--- src/rtl/pvic_pkg.sv ---
package pvic_pkg;
    localparam int NBITS     = 32;
    localparam int IDXW      = $clog2(NBITS);
    localparam int KEYW      = IDXW + 1;
    localparam int NSER      = 4;
    localparam int SER_BASE  = 27;
    localparam int SPREAD    = 7;
    localparam int LAST_RANK = 28;
    localparam logic [NBITS-1:0] SRC_VALID = 32'hFFEF_EFFE;

    typedef struct packed {
        logic [1:0]      slot3;
        logic [1:0]      slot2;
        logic [1:0]      slot1;
        logic [1:0]      slot0;
        logic [IDXW-1:0] promote;
        logic            scheme;
        logic            en;
        logic [2:0]      level;
    } cfg_t;

    localparam int CFG_W = $bits(cfg_t);

    function automatic bit is_serial(int b);
        return (b >= SER_BASE) && (b < SER_BASE + NSER);
    endfunction

    // position of a non-serial source among non-serial sources, 0 = highest
    function automatic int ns_order(int b);
        int n = 0;
        for (int i = NBITS - 1; i > b; i--) begin
            if (SRC_VALID[i] && !is_serial(i)) n++;
        end
        return n;
    endfunction

    function automatic int ns_rank(int j, bit spread);
        int gap;
        gap = j / (SPREAD - 1);
        if (gap > NSER - 1) gap = NSER - 1;
        return spread ? (j + gap + 1) : (j + NSER);
    endfunction
endpackage

--- src/rtl/pvic_rank_map.sv ---
module pvic_rank_map
    import pvic_pkg::*;
(
    input  logic [NSER-1:0][1:0]      slots,
    input  logic                      scheme,
    input  logic [IDXW-1:0]           promote,
    output logic [NBITS-1:0][KEYW-1:0] key
);
    localparam logic [KEYW-1:0] TOP_KEY  = KEYW'(NBITS);
    localparam int              KEY_BASE = NBITS - 1;

    for (genvar b = 0; b < NBITS; b++) begin : g_bit
        if (!SRC_VALID[b]) begin : g_unused
            assign key[b] = '0;
        end else if (is_serial(b)) begin : g_ser
            localparam logic [1:0] CODE = 2'(b - SER_BASE);
            int rank;
            always_comb begin
                rank = LAST_RANK;
                for (int k = NSER - 1; k >= 0; k--) begin
                    if (slots[k] == CODE) rank = scheme ? k * SPREAD : k;
                end
            end
            assign key[b] = (promote == IDXW'(b)) ? TOP_KEY
                                                  : KEYW'(KEY_BASE - rank);
        end else begin : g_fixed
            localparam int ORD = ns_order(b);
            localparam logic [KEYW-1:0] K_GROUP  = KEYW'(KEY_BASE - ns_rank(ORD, 1'b0));
            localparam logic [KEYW-1:0] K_SPREAD = KEYW'(KEY_BASE - ns_rank(ORD, 1'b1));
            assign key[b] = (promote == IDXW'(b)) ? TOP_KEY
                          : (scheme ? K_SPREAD : K_GROUP);
        end
    end
endmodule

--- src/rtl/pvic_pick.sv ---
module pvic_pick
    import pvic_pkg::*;
(
    input  logic [NBITS-1:0]           req,
    input  logic [NBITS-1:0][KEYW-1:0] key,
    output logic                       found,
    output logic [IDXW-1:0]            idx,
    output logic [KEYW-1:0]            best
);
    always_comb begin
        found = 1'b0;
        idx   = '0;
        best  = '0;
        for (int b = 0; b < NBITS; b++) begin
            if (req[b] && (key[b] > best)) begin
                found = 1'b1;
                idx   = IDXW'(b);
                best  = key[b];
            end
        end
    end
endmodule

--- src/rtl/pvic_top.sv ---
module pvic_top
    import pvic_pkg::*;
(
    input  logic        clk,
    input  logic        rst_n,
    input  logic [31:0] src_req,
    input  logic        bus_wr_en,
    input  logic [2:0]  bus_addr,
    input  logic [31:0] bus_wdata,
    output logic [31:0] bus_rdata,
    output logic        irq_req,
    output logic [2:0]  irq_level
);
    localparam logic [2:0] A_CFG  = 3'd0;
    localparam logic [2:0] A_PEND = 3'd1;
    localparam logic [2:0] A_MASK = 3'd2;
    localparam logic [2:0] A_SVC  = 3'd3;
    localparam logic [2:0] A_VEC  = 3'd4;
    localparam int         ACK_BIT = 8;

    typedef struct packed {
        cfg_t             cfg;
        logic [NBITS-1:0] pend;
        logic [NBITS-1:0] mask;
        logic [NBITS-1:0] insvc;
        logic [IDXW-1:0]  vec;
    } state_t;

    state_t st_d, st_q;

    logic [NBITS-1:0][KEYW-1:0] key;
    logic                       win_found, svc_found, qualified;
    logic [IDXW-1:0]            win_idx, svc_idx;
    logic [KEYW-1:0]            win_key, svc_key;

    pvic_rank_map u_rank (
        .slots   ({st_q.cfg.slot3, st_q.cfg.slot2, st_q.cfg.slot1, st_q.cfg.slot0}),
        .scheme  (st_q.cfg.scheme),
        .promote (st_q.cfg.promote),
        .key     (key)
    );

    pvic_pick u_pick_win (
        .req   (st_q.pend & st_q.mask),
        .key   (key),
        .found (win_found),
        .idx   (win_idx),
        .best  (win_key)
    );

    pvic_pick u_pick_svc (
        .req   (st_q.insvc),
        .key   (key),
        .found (svc_found),
        .idx   (svc_idx),
        .best  (svc_key)
    );

    assign qualified = win_found && (!svc_found || (win_key > svc_key));
    assign irq_req   = st_q.cfg.en && qualified;
    assign irq_level = st_q.cfg.level;

    always_comb begin
        st_d      = st_q;
        st_d.pend = st_q.pend | (src_req & SRC_VALID);
        if (bus_wr_en) begin
            unique case (bus_addr)
                A_CFG:  st_d.cfg   = cfg_t'(bus_wdata[CFG_W-1:0]);
                A_MASK: st_d.mask  = bus_wdata & SRC_VALID;
                A_SVC:  st_d.insvc = st_q.insvc & ~bus_wdata;
                A_VEC: begin
                    if (bus_wdata[ACK_BIT]) begin
                        if (qualified) begin
                            st_d.vec            = win_idx;
                            st_d.pend[win_idx]  = 1'b0;
                            st_d.insvc[win_idx] = 1'b1;
                        end else begin
                            st_d.vec = '0;
                        end
                    end
                end
                default: ;
            endcase
        end
    end

    always_ff @(posedge clk) begin
        if (!rst_n) st_q <= '0;
        else        st_q <= st_d;
    end

    always_comb begin
        case (bus_addr)
            A_CFG:   bus_rdata = {{(32-CFG_W){1'b0}}, st_q.cfg};
            A_PEND:  bus_rdata = st_q.pend;
            A_MASK:  bus_rdata = st_q.mask;
            A_SVC:   bus_rdata = st_q.insvc;
            A_VEC:   bus_rdata = {{(32-IDXW){1'b0}}, st_q.vec};
            default: bus_rdata = '0;
        endcase
    end
endmodule

--- config.mk ---
export PLATFORM = sky130hd
export DESIGN_NAME = pvic_top
export DESIGN_NICKNAME = d
export VERILOG_FILES = /design/src/rtl/pvic_pkg.sv /design/src/rtl/pvic_rank_map.sv /design/src/rtl/pvic_pick.sv /design/src/rtl/pvic_top.sv
export SDC_FILE = /design/constraint.sdc
export NUM_CORES = 1
export LEC_CHECK = 0
export ABC_AREA = 1
export ABC_CLOCK_PERIOD_IN_PS = 51400
export BUFFER_PORTS_ARGS = -buffer_cell sky130_fd_sc_hd__buf_2
export CAP_MARGIN = 5
export CORE_MARGIN = 2
export CORE_UTILIZATION = 50
export CTS_BUF_LIST = sky130_fd_sc_hd__clkbuf_4 sky130_fd_sc_hd__clkbuf_8
export DETAILED_ROUTE_END_ITERATION = 10
export PLACE_DENSITY = 0.73
export SLEW_MARGIN = 40
export SYNTH_ARGS = -nofsm -noshare
export SYNTH_HDL_FRONTEND = slang
export SYNTH_SLANG_ARGS = --single-unit
--- constraint.sdc ---
create_clock -name clk -period 51.4 [get_ports clk]
set_clock_uncertainty 0.15 [all_clocks]
set_input_delay 7.71 -clock clk [delete_from_list [all_inputs] [get_ports clk]]
set_output_delay 7.71 -clock clk [all_outputs]
set_load 0.02 [all_outputs]
==> results.md, run 1 <==
- Status: completed
- Largest family of logic cells by synthesized area: simple AND/OR/NAND/NOR gates
- Port Buffers: between 100 and 150
- Synth Register Bits: approximately 120
- Critical path arrival: approximately 39 ns
- Die width: approximately 190 um
- Cell with the most instances after synthesis: nand2_1
- Fill count: about 3,400
- DIE HEIGHT: between 150 and 200 um
- Final hold viol count: 0
- H-tree levels: 4
- Initial Util: 51.0%
- Clock root buffer: clkbuf_8
- Max-cap violations: 0
- Worst IR Drop VDD: 0.0000418 V
- Routed Antenna Nets: 0
- Synth Instances: around 2,900
- Crit-path most repeated cell: nand2_1
- Final setup violation count: 0
- Nets: ~3,200
- Post-synth top area share: 16.2%
- TritonCTS Sinks: 116
- Detailed Route Iter0 Violations: approximately 1,600
- Core area: between 30,000 and 40,000 um^2
- Top post-synthesis cells by area: ha_1 16%, dfxtp_1 14%, nand2_1 13%
- Total gr overflow: 0
- Synth Flop Type: dfxtp_1
- Synth cell count leaders: 581 x nand2_1, 462 x inv_1, 305 x nor2_1
- Asr flop ratio synth: 0%
- Routed wire length: about 56,000 um
- Max_slew headroom: a little over two fifths
- Rows: 67
- Syn_area_per_cell: 5.99 um^2
- Synth area leader: ha_1
- Top Ports: between 100 and 150
- Worst path required time: between 40 and 50 ns
- Highest Clock Rate: 21.4 MHz
- WL/cell: between 15 and 20 um
- Via count: ~19,000
- Via density: about 5.7
- Synthesized cell area: about 17,000 um^2
- Period utilization: 90.9%
- Post-layout util: 54.7%
- GRT Total Usage: a little under a third
- Synth cell types: between 60 and 70
- Clock Pin Slew Worst Setup and Hold Paths: ~0.080 ns
- Share of cells above drive strength 1: around an eighth
- Critical path's slowest cell: dfxtp_1
- Synth Area in Adders: between 10% and 20%
- YS warnings: 0
- 1st-pass router iterations: 5
- Residual DRC: 0
- Min Clock Period, post-route: 46.70 ns
- CTS Buffer Depth: 2
- Vias in the first global route: 18,200
- Number of synthesized flops with an enable pin: 0
- Pwr/cell area: between 50 and 60 nW/um^2
- CP max FO: 13
- XOR/XNOR Fraction of Synth Area: 0%
- Hold crit path type: flop to flop
- Total power draw: around 1.1 mW
- CP max stage delay: about 0.39 ns
- Critical Path End Type: primary output
- CTS Buf Count: 17
- Worst-Margin Slew: around 0.87 ns
- Worst setup SP type: flop
- Initial antenna violation count: 0
- Clk Latency, worst-skew pair: roughly 0.5 ns
- Final GP Congestion: around 0.95
- Worst hold slack: roughly 0.29 ns
- Simple-gate share of the synthesized area: 36.8%
- Post-synth net total: 3,154
- Largest net degree at the start of global routing: 70
- Cells after DPL: roughly 3,400
- Number of diodes: 0
- Complex-gate fraction of the synthesized area: around 20%
- DIE AREA: 35,800 um^2
- Post-synthesis sequential area ratio: a little over an eighth
- P&R area growth vs syn: 7.29%
- CTS tree: built
- Post-synthesis mux area share: 0.190%
- CP Class: flop to primary output
- Max-slew violations: 0
- Leakage: roughly 9.6 nW
- Final HPWL DP: 43,700 um
- Global-route wire length before repair: roughly 90,000 um
- Final Non-Filler Cells: about 3,400
## critical path: cells and delay by family (launching register included)
kind            cells  cell delay (ns)
compound gates     55             9.24
simple gates      109            15.57
fa+ha+maj          26             7.48
buf+inv            50             4.94
flops               1             0.39
mux                 2             0.74
## path summary, 6_finish.rpt
| kind | from | endpoint | slack, ns | depth (start not counted) |
|---|---|---|---|---|
| min reg2reg | st_q[69]$_SDFFE_PN0P_ | st_q[69]$_SDFFE_PN0P_ | 0.29 | 2 |
| min | st_q[69]$_SDFFE_PN0P_ | st_q[69]$_SDFFE_PN0P_ | 0.29 | 2 |
| max | st_q[107]$_SDFFE_PN0P_ | irq_req | 4.70 | 242 |
| max reg2reg | st_q[107]$_SDFFE_PN0P_ | st_q[26]$_SDFFE_PN0P_ | 12.12 | 245 |
## power breakdown
| group | switching, mW | leakage, nW | internal, mW | total (mW) |
|---|---|---|---|---|
| Clock | 0.0464 | 0.193 | 0.0434 | 0.0898 |
| Combinational | 0.557 | 8.45 | 0.311 | 0.868 |
| Sequential | 0.00738 | 0.950 | 0.0973 | 0.105 |
## final cells by class
| cell class | instances | area [um^2] | share of cell area [%] |
|---|---|---|---|
| repair buffers | 122 | 661 | 3.59 |
| flip-flops and latches | 116 | 2320 | 12.6 |
| well taps | 448 | 561 | 3.05 |
| clock buffers | 22 | 290 | 1.58 |
| clock inverters | 10 | 97.6 | 0.531 |
| inverters | 486 | 1830 | 9.96 |
| multi-input cells | 2188 | 12600 | 68.7 |
## layout by cell type (no fill, tap or decap), types with 4 or more instances in the layout
master,synthesis,layout
a211oi_1,5,4
a21o_1,4,4
a21oi_1,235,235
a221oi_1,6,6
a22oi_1,14,14
a31oi_1,15,15
buf_2,0,102
buf_4,10,20
clkbuf_8,1,20
dfxtp_1,116,116
ha_1,222,222
inv_1,462,462
inv_2,18,18
nand2_1,581,580
nand2_2,62,63
nand2_4,23,23
nand3_1,216,215
nand3_2,23,24
nand3b_1,5,5
nand4_1,29,29
nor2_1,305,301
nor2_2,30,34
nor2_4,8,8
nor3_1,52,47
nor3_2,0,4
o211ai_1,5,5
o21a_1,7,7
o21ai_0,197,196
o21ai_1,22,23
o21ai_2,25,25
o21bai_1,23,23
o221ai_1,17,17
o22ai_1,8,8
o31ai_1,6,6
or2_2,7,7
## repair_timing
item,CTS,global route
setup buffers,0,8
hold buffers,0,0
endpoints found under the setup margin,0,1
gates resized for setup,0,4
## routing by layer
| metal | GRT usage, % | wire length, um | vias to the layer above |
|---|---|---|---|
| met3 | 4.08 | 4540 | 163 |
| li1 | - | - | 9557 |
| met2 | 52.0 | 24700 | 891 |
| met4 | 12.6 | 2470 | 0 |
| met5 | 0 | 0 | - |
| met1 | 39.9 | 24000 | 8713 |
## sequential cells by signal, summed over array words and instances (netlist names)
signal and count:
st_q 113, irq_level 3
## cells by family (layout without fill, tap and decap cells)
logic type	count (synthesis)	count (layout)
buffers and inverters	558	640
and+or+nand+nor	1361	1361
adders and majority gates	222	222
muxes	3	3
AOI/OAI and AO/OA	602	602
DFF	116	116
## stage by stage
step,setup TNS (ns),area (um^2),setup WS [ns]
floorplan,0,17100,11.62
global placement,0,17900,5.60
detailed placement,0,17900,4.84
CTS,0,18300,4.19
global route,-0.0343,18400,-0.0343
finish,0,18400,4.70
Power figures use the tool's default switching activity.
==> inputs of run 2 (changes only) <==
- CELL_PAD_IN_SITES_DETAIL_PLACEMENT: default -> 1
- CELL_PAD_IN_SITES_GLOBAL_PLACEMENT: default -> 1
- CORE_MARGIN: 2 -> default
- CORE_UTILIZATION: 50 -> 45
- GPL_TIMING_DRIVEN: default -> 0
- PLACE_DENSITY: 0.73 -> 0.89
==> run 2 against run 1 <==
  * Utilization down 4.6 points
  * Worst setup slack worse by 1.0 ns
  * Design area up 2.4%
  * Highest routed layer unchanged
==> results.md, run 2 (synthesized netlist as in run 1, its figures left out) <==
- CTS Buffer Depth: 2
- Final GP Congestion: ~0.95
- CP Class: flop to primary output
- Setup Buffers After CTS: 0
- Core area: between 30,000 and 40,000 um^2
- Post-layout util: ~50%
- Combinational share of power: 81.5%
- Switch share: slightly below 60%
- P&R area growth vs syn: 9.82%
- CTS tree: built
- Initial Util: between 40% and 50%
- Pwr/cell area: roughly 60 nW/um^2
- Critical path arrival: between 30 and 40 ns
- Reg2reg start: st_q[107]$_SDFFE_PN0P_
- Top Ports: about 110
- Final hold viol count: 0
- WL/cell: 19.8 um
- Period utilization: 92.9%
- Sw power: 0.648 mW
- Leakage: ~9.7 nW
- Port Buffers: 100
- Clock Pin Slew Worst Setup and Hold Paths: 0.08 ns
- CP max stage delay: 0.39 ns
- DIE HEIGHT: about 200 um
- 1st-pass router iterations: 6
- CTS Hold Bufs: 0
- Total gr overflow: 0
- Highest Clock Rate: roughly 21 MHz
- CP max FO: 10
- Share of cells above drive strength 1: 13.1%
- Final setup violation count: 0
- Post-cts resize count: 0
- Cells after DPL: roughly 3,500
- Worst hold slack: 0.288 ns
- Crit-path most repeated cell: nand2_1
- Worst-Margin Slew: roughly 0.95 ns
- Die width: 197 um
- Largest Register: st_q
- Uppermost routed layer: met4
- M1 WL: roughly 28,000 um
- Largest net degree at the start of global routing: 17
- Hold path cells: 2
- Status: completed
- Number of diodes: 0
- Commonest non-fill, non-tap cell in the layout: nand2_1
- Global-route wire length before repair: between 100,000 and 150,000 um
- Routed Antenna Nets: 0
- Fill count: around 5,400
- CTS Buf Count: 17
- Max-cap violations: 0
- Most frequent cells in the layout: 576 x nand2_1, 462 x inv_1, 301 x nor2_1
- Rows: 71
- Nets: 3,273
- Clk Latency, worst-skew pair: between 0.4 and 0.5 ns
- Routed wire length: about 70,000 um
- Critical path's slowest cell: dfxtp_1
- Vias in the first global route: about 21,000
- Sequential Area: 2320 um^2
- Multi-input gate area: about 13,000 um^2
- Max-slew violations: 0
- Hold crit path type: flop to flop
- Clock share of power: approximately 9%
- Worst path required time: 43.54 ns
- Initial antenna violation count: 1
- Wire length on met3: between 5000 and 6000 um
- Clock root buffer: clkbuf_8
- Beginning of the critical path: st_q[107]$_SDFFE_PN0P_
- Reg power frac: under 10%
- Critical Path End Type: primary output
- Total power draw: around 1.1 mW
- Residual DRC: 0
- Final Non-Filler Cells: ~3,500
- Worst IR Drop VDD: roughly 0.000042 V
- HP Start: st_q[81]$_SDFFE_PN0P_
- Max reg flops: 113
- Via count: around 20,000
- Detailed Route Iter0 Violations: 1,496
- Final HPWL DP: 56,300 um
- GRT Total Usage: about 35%
- TritonCTS Sinks: around 120
- R2r worst-path depth: approximately 250
- H-tree levels: 4
- Min Clock Period, post-route: about 48 ns
- Via density: 5.86
- Worst setup SP type: flop
- Max_slew headroom: 36.9%
- DIE AREA: between 30,000 and 40,000 um^2
- Int Power: 0.476 mW
- Met2 wire len: 32,400 um
## run 2: power groups by stage
stage | clock, mW | combinational (mW) | sequential, mW
CTS | 0.0991 | 0.911 | 0.105
global route | 0.105 | 1.03 | 0.106
floorplan | 0 | 0.698 | 0.104
detailed placement | 0 | 0.906 | 0.107
global placement | 0 | 0.842 | 0.107
finish | 0.102 | 0.917 | 0.106
## run 2: final cells by class
cell class	count	area share (%)
multi-input cells	2188	67.1
flip-flops and latches	116	12.3
inverters	486	9.73
well taps	511	3.40
repair buffers	100	2.66
plain buffers	72	2.27
clock buffers	24	1.69
clock inverters	8	0.771
## run 2: routing by layer
| metal | vias up | GRT usage [%] |
|---|---|---|
| li1 | 9656 | - |
| met1 | 9824 | 42.8 |
| met2 | 836 | 60.7 |
| met3 | 226 | 5.50 |
| met4 | 0 | 17.9 |
| met5 | - | 0 |
## run 2: critical path: cells and delay by family, from the launching register on
family / cells / cell delay (ns)
AND/OR/NAND/NOR: 117 / 16.35
AO/OA/AOI/OAI: 56 / 9.14
adder cells (fa/ha/maj): 26 / 7.70
buffers and inverters: 47 / 5.40
flip-flops: 1 / 0.39
multiplexers: 1 / 0.34
## run 2: final timing paths
check                           to  slack [ns]
min          st_q[81]$_SDFFE_PN0P_        0.29
min reg2reg  st_q[81]$_SDFFE_PN0P_        0.29
max reg2reg  st_q[30]$_SDFFE_PN0P_       11.29
max                        irq_req        3.67
## run 2: per-stage QoR
step / setup WS [ns] / TNS [ns] / cell area, um^2
6_report: 3.67 / 0 / 18800
5_1_grt: -0.0978 / -0.0978 / 18800
4_1_cts: 2.95 / 0 / 18800
3_5_place_dp: 3.67 / 0 / 18300
3_3_place_gp: 5.69 / 0 / 18300
2_1_floorplan: 11.62 / 0 / 17100
==> inputs of run 3 (changes only) <==
==> constraint.sdc (replaced) <==
create_clock -name clk -period 51.4 [get_ports clk]
set_clock_uncertainty 0.15 [all_clocks]
set_input_delay 10.28 -clock clk [delete_from_list [all_inputs] [get_ports clk]]
set_output_delay 10.28 -clock clk [all_outputs]
set_load 0.02 [all_outputs]
==> run 3 against run 2 <==
  * First-iteration DRC count rose by 3.3%
  * Highest routed layer is now met5
  * Sequential power about the same
  * Combinational power about the same
  * Critical endpoint unchanged
  * Clock power hardly changed
==> results.md, run 3 (synthesized netlist as in run 1, its figures left out) <==
- H-tree levels: 4
- Core area: ~38,000 um^2
- Worst setup SP type: flop
- Number of diodes: 0
- Share of cells above drive strength 1: 14.4%
- Initial antenna violation count: 2
- Clock Pin Slew Worst Setup and Hold Paths: approximately 0.080 ns
- Highest Clock Rate: 20.5 MHz
- Residual DRC: 0
- Period utilization: approximately 95%
- Cells after DPL: 3,473
- Rows: between 70 and 80
- Sw power: approximately 0.65 mW
- Via count: slightly above 20,000
- Post-place setup slack: ~1.1 ns
- Detailed Route Iter0 Violations: roughly 1,500
- Max_slew headroom: 38.1%
- WL/cell: between 20 and 25 um
- Critical path arrival: 38.35 ns
- Port Buffers: 100
- Int Power: 0.477 mW
- Via density: about 5.9
- Largest net degree at the start of global routing: 17
- Max reg flops: ~110
- Clock share of power: 9.0%
- Status: completed
- Largest Register: st_q
- Min Clock Period, post-route: 48.78 ns
- Most frequent cells in the layout: 572 x nand2_1, 460 x inv_1, 296 x nor2_1
- Leakage: 9.86 nW
- 1st-pass router iterations: 6
- Clk Latency, worst-skew pair: 0.47 ns
- Final HPWL DP: roughly 56,000 um
- Worst hold slack: roughly 0.28 ns
- Switch share: between 50 and 60%
- Pwr/cell area: around 59 nW/um^2
- Worst setup margin: around 2.6 ns
- Combinational share of power: a little over 80%
- Vias in the first global route: 21,300
- Clock root buffer: clkbuf_8
- Max-slew violations: 0
- TritonCTS Sinks: 116
- Worst path required time: 40.97 ns
- Critical Path End Type: primary output
- Die width: 197 um
- Max-cap violations: 0
- DIE AREA: roughly 40,000 um^2
- Final GP Congestion: between 0.9 and 1
- CP max stage delay: ~0.41 ns
- Critical path's slowest cell: dfxtp_1
- Reg power frac: a little under a tenth
- Final hold viol count: 0
- Routed Antenna Nets: 0
- Initial Util: 45.6%
- P&R area growth vs syn: 11.3%
- Final Non-Filler Cells: about 3,500
- CTS tree: built
- Global-route wire length before repair: ~110,000 um
- CTS Buf Count: 17
- Routed wire length: approximately 71,000 um
- CTS Buffer Depth: 2
- Commonest non-fill, non-tap cell in the layout: nand2_1
- Hold crit path type: flop to flop
- DIE HEIGHT: around 200 um
- Worst IR Drop VDD: about 0.000042 V
- GRT Total Usage: 35.4%
- Worst-Margin Slew: 0.929 ns
- CP Class: flop to primary output
- Nets: 3,297
- Final setup violation count: 0
- Top Ports: between 100 and 150
- Total gr overflow: 0
- CP max FO: 10
## run 3: cell count changes in the layout (fill, tap and decap cells not counted), sizes merged
cell | previous run | this run
clkbuf | 67 | 64
buf | 127 | 154
## run 3: layout make-up
type                       instances  area, um^2
fill                            5359       18500
multi-input combinational       2188       12700
sequential                       116        2320
inverter                         486        1830
timing repair buffer             125         688
tap                              511         639
buffer                            71         432
clock buffer                      24         318
clock inverter                     8         145
## run 3: critical path: cells and delay by family (launching register included)
kind / cells / cell delay, ns
AOI/OAI and AO/OA: 59 / 9.45
and+or+nand+nor: 108 / 14.53
muxes: 2 / 0.66
buffers and inverters: 50 / 5.21
DFF: 1 / 0.41
adders and majority gates: 26 / 7.57
## run 3: repair_timing
item                       CTS  global route
resized for setup            0            59
hold buffers                 0             0
setup buffers                0            25
setup endpoints to repair    0             1
## run 3: final timing paths
path	startpoint	to	slack, ns	depth (start not counted)
setup / recovery	st_q[107]$_SDFFE_PN0P_	irq_req	2.62	245
setup reg to reg	st_q[107]$_SDFFE_PN0P_	st_q[30]$_SDFFE_PN0P_	12.79	247
hold / removal	st_q[81]$_SDFFE_PN0P_	st_q[81]$_SDFFE_PN0P_	0.28	2
hold reg to reg	st_q[81]$_SDFFE_PN0P_	st_q[81]$_SDFFE_PN0P_	0.28	2
## run 3: metrics by stage
stage	total power, mW	util [%]	TNS (ns)	instance area [um^2]
final	1.13	50.8	0	19100
after global routing	1.25	50.8	-0.545	19100
after CTS	1.12	49.9	0	18800
after detailed placement	1.01	48.7	0	18300
after global placement	0.949	48.7	0	18300
after floorplan	0.802	-	0	17100
## run 3: metal layers
layer,up-vias,part of all wire [%],track usage (%)
met3,229,7.6,5.50
met5,-,0.031,0
met1,9920,40,42.8
li1,9717,-,-
met4,4,5.2,17.9
met2,863,47,60.7
## run 3: power groups by stage
stage | Combinational, mW | Sequential (mW) | Clock, mW
2_1_floorplan | 0.698 | 0.104 | 0
3_3_place_gp | 0.842 | 0.107 | 0
3_5_place_dp | 0.906 | 0.107 | 0
4_1_cts | 0.911 | 0.105 | 0.0991
5_1_grt | 1.04 | 0.106 | 0.104
6_report | 0.919 | 0.106 | 0.101
